### config.mk
export PLATFORM = sky130hd
export DESIGN_NAME = quad_tile_deint
export DESIGN_NICKNAME = d
export VERILOG_FILES = /design/src/rtl/qtd_pkg.sv /design/src/rtl/qtd_field_writer.sv /design/src/rtl/qtd_bank_ram.sv /design/src/rtl/qtd_tile_reader.sv /design/src/rtl/quad_tile_deint.sv
export SDC_FILE = /design/constraint.sdc
export NUM_CORES = 2
export LEC_CHECK = 0
export BUFFER_PORTS_ARGS = -buffer_cell sky130_fd_sc_hd__buf_2
export CAP_MARGIN = 30
export CORE_UTILIZATION = 45
export DETAILED_ROUTE_END_ITERATION = 12
export GPL_TIMING_DRIVEN = 0
export SETUP_SLACK_MARGIN = 0.15
export SYNTH_ARGS = -nofsm -noshare
export SYNTH_HDL_FRONTEND = slang
export SYNTH_SLANG_ARGS = --single-unit
### constraint.sdc
create_clock -name clk -period 5.3 [get_ports clk]
set_input_delay 0.265 -clock clk [delete_from_list [all_inputs] [get_ports clk]]
set_output_delay 0.265 -clock clk [all_outputs]
set_load 0.01 [all_outputs]
### src/rtl/qtd_pkg.sv
// Shared constants for the four-camera de-interlace tiler.
// Assumes a fixed 2x2 mosaic, so the camera count is not a parameter.
package qtd_pkg;
    localparam int NCAM  = 4;
    localparam int CAM_W = 2;

    // Mosaic position of a camera: {lower half, right half}
    typedef logic [CAM_W-1:0] cam_idx_t;
endpackage

### src/rtl/qtd_field_writer.sv
// Per-camera write address generator.
// Turns a field/line-marked pixel stream into frame addresses: rows are
// interleaved by field parity. Assumes field 0 precedes field 1 and that each
// line is closed by an end-of-line marker on its last pixel.
module qtd_field_writer #(
    parameter int IMG_W = 8,
    parameter int IMG_H = 4,
    parameter int AW    = 5
) (
    input  logic          clk,
    input  logic          rst_n,
    input  logic          in_valid,
    input  logic          in_field,
    input  logic          in_eol,
    output logic          wr_en,
    output logic [AW-1:0] wr_addr,
    output logic          frame_done
);
    localparam int HALF = IMG_H / 2;
    localparam int LW   = (HALF > 1) ? $clog2(HALF) : 1;
    localparam int CW   = (IMG_W > 1) ? $clog2(IMG_W) : 1;

    logic [CW-1:0] col_q;
    logic [LW-1:0] line_q;
    logic          last_line;

    assign last_line  = (line_q == LW'(HALF - 1));
    assign wr_en      = in_valid;
    assign wr_addr    = AW'((2 * int'(line_q) + int'(in_field)) * IMG_W + int'(col_q));
    assign frame_done = in_valid && in_eol && in_field && last_line;

    // Advance column within a line, line within a field
    always_ff @(posedge clk) begin
        if (!rst_n) begin
            col_q  <= '0;
            line_q <= '0;
        end else if (in_valid) begin
            if (in_eol) begin
                col_q  <= '0;
                line_q <= last_line ? '0 : line_q + 1'b1;
            end else begin
                col_q  <= col_q + 1'b1;
            end
        end
    end
endmodule

### src/rtl/qtd_bank_ram.sv
// Two-bank pixel store for one camera.
// One synchronous write port and one asynchronous read port. Assumes the
// caller keeps the read and write banks apart.
module qtd_bank_ram #(
    parameter int PIX_W = 8,
    parameter int DEPTH = 32,
    parameter int AW    = 5
) (
    input  logic             clk,
    input  logic             we,
    input  logic             wbank,
    input  logic [AW-1:0]    waddr,
    input  logic [PIX_W-1:0] wdata,
    input  logic             rbank,
    input  logic [AW-1:0]    raddr,
    output logic [PIX_W-1:0] rdata
);
    localparam int MA = $clog2(2 * DEPTH);

    logic [PIX_W-1:0] mem [2*DEPTH];
    logic [MA-1:0]    widx;
    logic [MA-1:0]    ridx;

    assign widx  = MA'(int'(wbank) * DEPTH + int'(waddr));
    assign ridx  = MA'(int'(rbank) * DEPTH + int'(raddr));
    assign rdata = mem[ridx];

    // Store an incoming pixel into the write bank
    always_ff @(posedge clk) begin
        if (we) mem[widx] <= wdata;
    end
endmodule

### src/rtl/qtd_tile_reader.sv
// Mosaic readout sequencer.
// Walks a window of 2*IMG_W x 2*IMG_H pixels and maps each position to a
// camera and a frame address. It advances only on a valid/ready handshake.
// A start pulse restarts it at the window origin.
module qtd_tile_reader
    import qtd_pkg::*;
#(
    parameter int IMG_W = 8,
    parameter int IMG_H = 4,
    parameter int AW    = 5
) (
    input  logic          clk,
    input  logic          rst_n,
    input  logic          start,
    input  logic          ready,
    output logic          valid,
    output cam_idx_t      cam,
    output logic [AW-1:0] raddr,
    output logic          sow,
    output logic          eol,
    output logic          last_xfer
);
    localparam int XW = $clog2(2 * IMG_W);
    localparam int RW = $clog2(2 * IMG_H);

    logic          busy_q;
    logic [XW-1:0] x_q;
    logic [RW-1:0] r_q;
    logic          lower, right;
    logic [XW-1:0] col;
    logic [RW-1:0] row;

    assign lower     = (r_q >= RW'(IMG_H));
    assign right     = (x_q >= XW'(IMG_W));
    assign row       = lower ? r_q - RW'(IMG_H) : r_q;
    assign col       = right ? x_q - XW'(IMG_W) : x_q;
    assign cam       = {lower, right};
    assign raddr     = AW'(int'(row) * IMG_W + int'(col));
    assign valid     = busy_q;
    assign sow       = busy_q && (x_q == '0) && (r_q == '0);
    assign eol       = busy_q && (x_q == XW'(2 * IMG_W - 1));
    assign last_xfer = eol && ready && (r_q == RW'(2 * IMG_H - 1));

    // Step through window columns and lines on each accepted pixel
    always_ff @(posedge clk) begin
        if (!rst_n) begin
            busy_q <= 1'b0;
            x_q    <= '0;
            r_q    <= '0;
        end else if (start) begin
            busy_q <= 1'b1;
            x_q    <= '0;
            r_q    <= '0;
        end else if (busy_q && ready) begin
            if (eol) begin
                x_q <= '0;
                if (r_q == RW'(2 * IMG_H - 1)) begin
                    busy_q <= 1'b0;
                    r_q    <= '0;
                end else begin
                    r_q <= r_q + 1'b1;
                end
            end else begin
                x_q <= x_q + 1'b1;
            end
        end
    end
endmodule

### src/rtl/quad_tile_deint.sv
// Four-camera de-interlace tiling engine.
// Collects one interlaced frame per camera into the write bank. Once all four
// are complete, it swaps banks and streams the finished bank as a 2x2 mosaic.
// A frame that completes during an unfinished readout is dropped and counted.
// Assumes no camera starts its next frame before all four have finished the
// current one.
module quad_tile_deint
    import qtd_pkg::*;
#(
    parameter int PIX_W = 8,
    parameter int IMG_W = 8,
    parameter int IMG_H = 4,
    parameter int CNT_W = 8
) (
    input  logic                  clk,
    input  logic                  rst_n,
    input  logic [NCAM-1:0]       cam_valid,
    input  logic [NCAM*PIX_W-1:0] cam_pix,
    input  logic [NCAM-1:0]       cam_field,
    input  logic [NCAM-1:0]       cam_eol,
    output logic                  out_valid,
    input  logic                  out_ready,
    output logic [PIX_W-1:0]      out_pix,
    output logic                  out_sow,
    output logic                  out_eol,
    output logic [CNT_W-1:0]      drop_count
);
    localparam int DEPTH = IMG_W * IMG_H;
    localparam int AW    = $clog2(DEPTH);

    logic             wr_bank_q;
    logic [NCAM-1:0]  done_q;
    logic [NCAM-1:0]  fdone;
    logic [PIX_W-1:0] rd_pix [NCAM];
    logic [AW-1:0]    rd_addr;
    cam_idx_t         rd_cam;
    logic             last_xfer;
    logic             all_done, hold, swap;

    for (genvar c = 0; c < NCAM; c++) begin : g_cam
        logic          we;
        logic [AW-1:0] waddr;

        qtd_field_writer #(.IMG_W(IMG_W), .IMG_H(IMG_H), .AW(AW)) u_wr (
            .clk        (clk),
            .rst_n      (rst_n),
            .in_valid   (cam_valid[c]),
            .in_field   (cam_field[c]),
            .in_eol     (cam_eol[c]),
            .wr_en      (we),
            .wr_addr    (waddr),
            .frame_done (fdone[c])
        );

        qtd_bank_ram #(.PIX_W(PIX_W), .DEPTH(DEPTH), .AW(AW)) u_ram (
            .clk   (clk),
            .we    (we),
            .wbank (wr_bank_q),
            .waddr (waddr),
            .wdata (cam_pix[c*PIX_W +: PIX_W]),
            .rbank (~wr_bank_q),
            .raddr (rd_addr),
            .rdata (rd_pix[c])
        );
    end

    qtd_tile_reader #(.IMG_W(IMG_W), .IMG_H(IMG_H), .AW(AW)) u_rd (
        .clk       (clk),
        .rst_n     (rst_n),
        .start     (swap),
        .ready     (out_ready),
        .valid     (out_valid),
        .cam       (rd_cam),
        .raddr     (rd_addr),
        .sow       (out_sow),
        .eol       (out_eol),
        .last_xfer (last_xfer)
    );

    assign out_pix  = rd_pix[rd_cam];
    assign all_done = &(done_q | fdone);
    assign hold     = out_valid && !last_xfer;
    assign swap     = all_done && !hold;

    // Track per-camera completion, swap banks or count a drop
    always_ff @(posedge clk) begin
        if (!rst_n) begin
            done_q     <= '0;
            wr_bank_q  <= 1'b0;
            drop_count <= '0;
        end else begin
            done_q <= all_done ? '0 : (done_q | fdone);
            if (swap)
                wr_bank_q <= ~wr_bank_q;
            if (all_done && hold)
                drop_count <= drop_count + 1'b1;
        end
    end
endmodule

Yosys cells after proc, flatten, opt, wreduce, memory -nomap -nowiden. Memory sizes are Yosys's and may differ from the RTL's. Index checks and enable logic that the tools add are counted.

Add/sub/neg operators: 27. $lt $le $gt $ge: 3. Eq/ne operators: 2. Muxes and demuxes: 27. Bitwise gates (word level): 4. Reductions and logical operators: 37.

Operator list (number): 6-bit by 5-bit adder with 6-bit output (5); 5-bit by 4-bit adder with 5-bit output (5); 1-bit logical AND (21); 8-bit binary-select mux with 2-bit select (1); 1-bit 2-to-1 mux (16); 8-bit 2-to-1 mux (2); 3-bit by 1-bit adder with 3-bit output (second input constant) (5); 3-bit 2-to-1 mux (5); 2-bit AND reduction (5); 2-bit by 1-bit adder with 2-bit output (4); 8-bit by 1-bit adder with 8-bit output (second input constant) (1); 4-bit 2-to-1 mux (2); 3-bit greater-or-equal comparator (second input constant) (2); 2-bit nonzero test (3); 1-bit adder (second input constant) (4); 4-bit by 1-bit adder with 4-bit output (second input constant) (1); 4-bit equality test (second input constant) (1); 4-bit greater-or-equal comparator (second input constant) (1); 4-bit logical NOT (1); 4-bit OR (1); 4-bit AND reduction (1); 2-bit OR reduction (2); 4-bit subtractor (second input constant) (1); 3-bit equality test (second input constant) (1); 7 further kinds (9).

Bits in registers: 37. Memory bits (writable): 2048. Bits of input ports: 47. Output and inout port bits: 19. Logic and storage cells: 118. Memories: 4.

Memory list: g_cam[0].u_ram.mem (words 64, bits a word 8, read ports 1, clocked after memory_dff 0, wr ports 1, line qtd_bank_ram.sv:20) `logic [PIX_W-1:0] mem [2*DEPTH];`; g_cam[1].u_ram.mem (words 64, bits a word 8, read ports 1, clocked after memory_dff 0, wr ports 1, line qtd_bank_ram.sv:20); g_cam[2].u_ram.mem (words 64, bits a word 8, read ports 1, clocked after memory_dff 0, wr ports 1, line qtd_bank_ram.sv:20); g_cam[3].u_ram.mem (words 64, bits a word 8, read ports 1, clocked after memory_dff 0, wr ports 1, line qtd_bank_ram.sv:20).

Depth between registers and ports, before layout.
Depth in word-level cells: 10. Gate-level depth with buffers: 12. Mapped depth without buffers: 7.

Hierarchy. Synthesis repeated with hierarchy kept, for this count alone.

Cells, all modules: 3953. Area, all modules: 82252.6 µm².

By module, submodules not included: qtd_bank_ram (instances 4, cells each 932, area each 20006.7 µm², seq. area each 15374.7 µm²); qtd_field_writer (instances 4, cells each 23, area each 221.5 µm², seq. area each 80.1 µm²); quad_tile_deint (instances 1, cells each 71, area each 832.0 µm², seq. area each 260.2 µm²); qtd_tile_reader (instances 1, cells each 62, area each 508.0 µm², seq. area each 160.2 µm²).

Worst setup path after synthesis. No wires, ideal clock.

Path kind: reg-to-output. Start: register u_rd.r_q[0]. End: output out_pix[7]. Arrival: 2.830 ns. Required time: 5.035 ns. Path slack: 2.205 ns. Stages on the path, launching flop included: 10. Buffers on the path: 3. Path through: dfxtp_1 ha_1 inv_2 buf_1 clkbuf_1 clkbuf_1 nand3_1 o21ai_0 a211oi_1 o311ai_0.

Cells in the longest elaborated chain, start to end: 8. Elaborated cells between the ends (all ways): 13. Classes of those cells: add/sub: 3; order compare: 1; mux: 4; bitwise: 1; memory: 4.

RTL lines: start: declaration (line qtd_tile_reader.sv:28) `logic [RW-1:0] r_q;`; start signal: assignment (line qtd_tile_reader.sv:61) `r_q <= r_q + 1'b1;`; 3-bit greater-or-equal comparator or 2-bit by 1-bit subtractor with 2-bit output (tied branches) (line qtd_tile_reader.sv:33, qtd_tile_reader.sv:35); 2-bit 2-to-1 mux (line qtd_tile_reader.sv:35) `assign row = lower ? r_q - RW'(IMG_H) : r_q;`; 5-bit by 4-bit adder with 5-bit output (line qtd_tile_reader.sv:38) `assign raddr = AW'(int'(row) * IMG_W + int'(col));`; 6-bit by 5-bit adder with 6-bit output (line qtd_bank_ram.sv:25) `assign ridx = MA'(int'(rbank) * DEPTH + int'(raddr));`; memory read 64 x 8 bit; 8-bit binary-select mux with 2-bit select * (line quad_tile_deint.sv:80) `assign out_pix = rd_pix[rd_cam];`; 8-bit 2-to-1 mux (not written as such) * (2 in series) (line quad_tile_deint.sv:80); end: declaration (line quad_tile_deint.sv:23) `output logic [PIX_W-1:0] out_pix,`.

Every way passes the cells marked *; elsewhere a longest branch is shown, timed or not. The select of a mux whose other input is x is not followed.

Worst setup path in the final report.
Start: register u_rd.r_q[0]. End: output out_pix[2].

The elaborated chain is that of the path after synthesis.

==> results.toml <==
[global_routing]
antenna_found_initial = 14
grt_max_degree = 65
grt_pass1_wl_mm = 391
grt_pass1_vias = 43400
globalRouteOverflowTotal = 0
grtUsageTotal_pct = 32.8

[clock_network]
clk_path_buf_depth = 3
clock_latency_ns = 0.90
clk_pin_slew_ns = 0.07
cts.sinks = 2085
cts_buffers = 205
cts_tree = "done"
htree_levels = 4
cts_root_buf = "clkbuf_16"

[yosys]
synth.distinct_cells = 62
synth-seq-area-share_pct = 76.6
synth_cells = 3877
syn_avg_cell_area_um2 = 21.0
ys_async_sr_fraction_pct = 0
synth_nets = 3935
synth_flop_cell = "edfxtp_1"
synth-seq-cells = 2085
synth_warnings = 0
synth-edff-count = 2048
synth_area_mm2 = 0.0813

[drt]
drt_pass1_iterations = 6
drtIter0Drc = 7557
vias = 45900
drc = 0
ant_nets = 0
wl_per_cell_um = 43.0
drt_wl_total_mm = 296
via_per_inst = 6.67

[worst_setup_path]
required_ns = 5.04
cp-end-kind = "output pin"
crit_fanout = 10
cp.arrival_ns = 5.13
worstSetupPathType = "flop to output pin"
startpoint = "u_rd.r_q[0]"
worst_setup_path_start_kind = "flop"
rr_startpoint = "wr_bank_q"

[sta]
max_freq_ghz = 0.185
finalMaxSlewViolations = 0
final-hold-violation-count = 0
layout_min_cycle_time_ns = 5.39
relSlewSlack_pct = 22.0
finalSetupViolations = 3
rsz0062_at_grt = "yes"
setup_ws_ns = -0.0914
period_share_pct = 102
setup_tns_ns = -0.210
worst_slew_pin_slew_ns = 1.17
skew_ns = 0.0510

[place]
port_buffers = 61
placed_cell_area_mm2 = 0.0863
routabilityCongestion = 0.944
place_hpwl_mm = 198

[power]
ir_worst_vdd_mv = 0.376
powerDensity_mw_per_mm2 = 352
power.leakage_nw = 29.0

[outcome]
status = "finished, violations left"
violations = "negative setup slack"

[floorplanning]
fp.dieArea_mm2 = 0.182
die_y_um = 427
core_area_mm2 = 0.179
rows = 155
pin_count = 66
die_w_um = 427
start_util_pct = 45.4

[final_layout]
final_common_cell = "edfxtp_1"
syn_to_final_growth_pct = 16.5
fin_util_pct = 52.9
final_area_mm2 = 0.0947
drive_gt1_share_pct = 27.3
nNetsFinal = 4391
final_cell_mix = "edfxtp_1, mux4_2, nor2_1"

[flow_run]
drv_cap = 0

[worst_hold_path]
min_path_type = "input pin to flop"
hold_start = "cam_pix[22]"
==> critical path: stages, from the launching register on <==
cell and delay [ns]:
dfxtp_1 0.35, ha_1 0.39, clkbuf_4 0.29, nor2_2 0.45
clkbuf_1 0.38, buf_8 0.24, clkbuf_4 0.45, nand3_1 0.27
nand4_1 0.27, nand4_1 0.41, or3_4 0.54, buf_2 0.17
==> sequential cells by signal (all words and copies together) (netlist names) <==
signal,flops
g_cam.u_ram.mem,2048
g_cam.u_wr.col_q,12
drop_count,8
done_q,4
g_cam.u_wr.last_line,4
u_rd.x_q,4
u_rd.r_q,3
u_rd.valid,1
wr_bank_q,1
==> layer usage <==
layer / part of all wire [%] / GRT usage (%) / up-vias
met4: 6.4 / 18.7 / 8
met5: 0.019 / 0 / -
met1: 36 / 43.2 / 24400
li1: - / - / 17100
met3: 13 / 10.5 / 766
met2: 44 / 48.1 / 3618
==> synth_stat cells, drive strengths merged, types with 2 or more instances <==
cell type,number,share of area (%)
a31oi,27,0.21
a32oi,9,0.097
o31a,2,0.022
nand3b,13,0.12
edfxtp,2048,76
or2,2,0.015
o2111a,2,0.028
o32ai,3,0.032
a311oi,4,0.043
o2111ai,2,0.022
xnor2,11,0.12
or4,3,0.028
buf,125,1.0
xor2,3,0.032
o21ai,14,0.086
nand2b,16,0.12
clkbuf,86,0.40
nand4b,4,0.043
nand3,69,0.42
and3,10,0.077
o22ai,30,0.23
a21oi,25,0.15
a41oi,7,0.075
nand4,30,0.23
nor2b,22,0.17
o31ai,2,0.018
mux2,3,0.042
dfxtp,37,0.91
nand2,212,0.98
or3,7,0.054
nor3,39,0.24
a311o,3,0.037
mux2i,40,0.49
and2,25,0.19
a211oi,5,0.046
mux4,552,15
inv,14,0.065
o211ai,6,0.055
a21boi,4,0.037
nor2,285,1.3
nor4,10,0.077
a22oi,37,0.34
a2111oi,5,0.054
ha,11,0.17
==> metrics by stage <==
step	worst slack (ns)	std cells	total power [W]	hold slack [ns]
floorplan	2.21	3877	0.0187	0.364
global placement	-2.84	6293	0.0192	0.478
detailed placement	-1.24	6412	0.0192	0.500
CTS	0.0552	6828	0.0333	0.0252
global route	0.139	6859	0.0339	0.0504
finish	-0.0914	6871	0.0333	0.0516
==> logic make-up after synthesis <==
logic type               synth area share (%)
AO/OA/AOI/OAI                            1.69
XOR/XNOR                                0.151
adder cells (fa/ha/maj)                 0.169
buffers and inverters                    1.49
flip-flops                               76.6
multiplexers                             15.8
other                                 0.00461
AND/OR/NAND/NOR                          4.12
==> power by group <==
| group | total [W] | internal, W | switching [W] | leakage, nW |
|---|---|---|---|---|
| Clock | 0.0144 | 0.00797 | 0.00641 | 3.17 |
| Combinational | 0.000806 | 0.000206 | 0.000600 | 7.13 |
| Sequential | 0.0182 | 0.0181 | 0.0000132 | 18.7 |
==> repair_timing <==
action	4_1_cts	5_1_grt
pin swaps	4	7
gates resized for setup	251	51
hold endpoints to repair	806	253
hold buffers	38	6
setup buffers	1	9
endpoints found under the setup margin	9	4
==> layout make-up <==
type,instances,area (um^2)
well taps,2355,2950
repair buffers,249,2720
flip-flops and latches,2085,62200
fillers,13800,84300
plain buffers,211,2180
diodes,13,32.5
clock buffers,266,5430
inverters,14,56.3
clock inverters,111,1080
multi-input cells,1567,18000
==> worst paths after layout <==
| check | endpoint | cells after the start | slack, ns |
|---|---|---|---|
| hold reg to reg | drop_count[7] | 2 | 0.50 |
| setup / recovery | out_pix[2] | 11 | -0.09 |
| hold / removal | g_cam[2].u_ram.mem[9][6] | 1 | 0.05 |
| setup reg to reg | g_cam[1].u_ram.mem[33][6] | 6 | 0.63 |
Power figures use the tool's default switching activity.
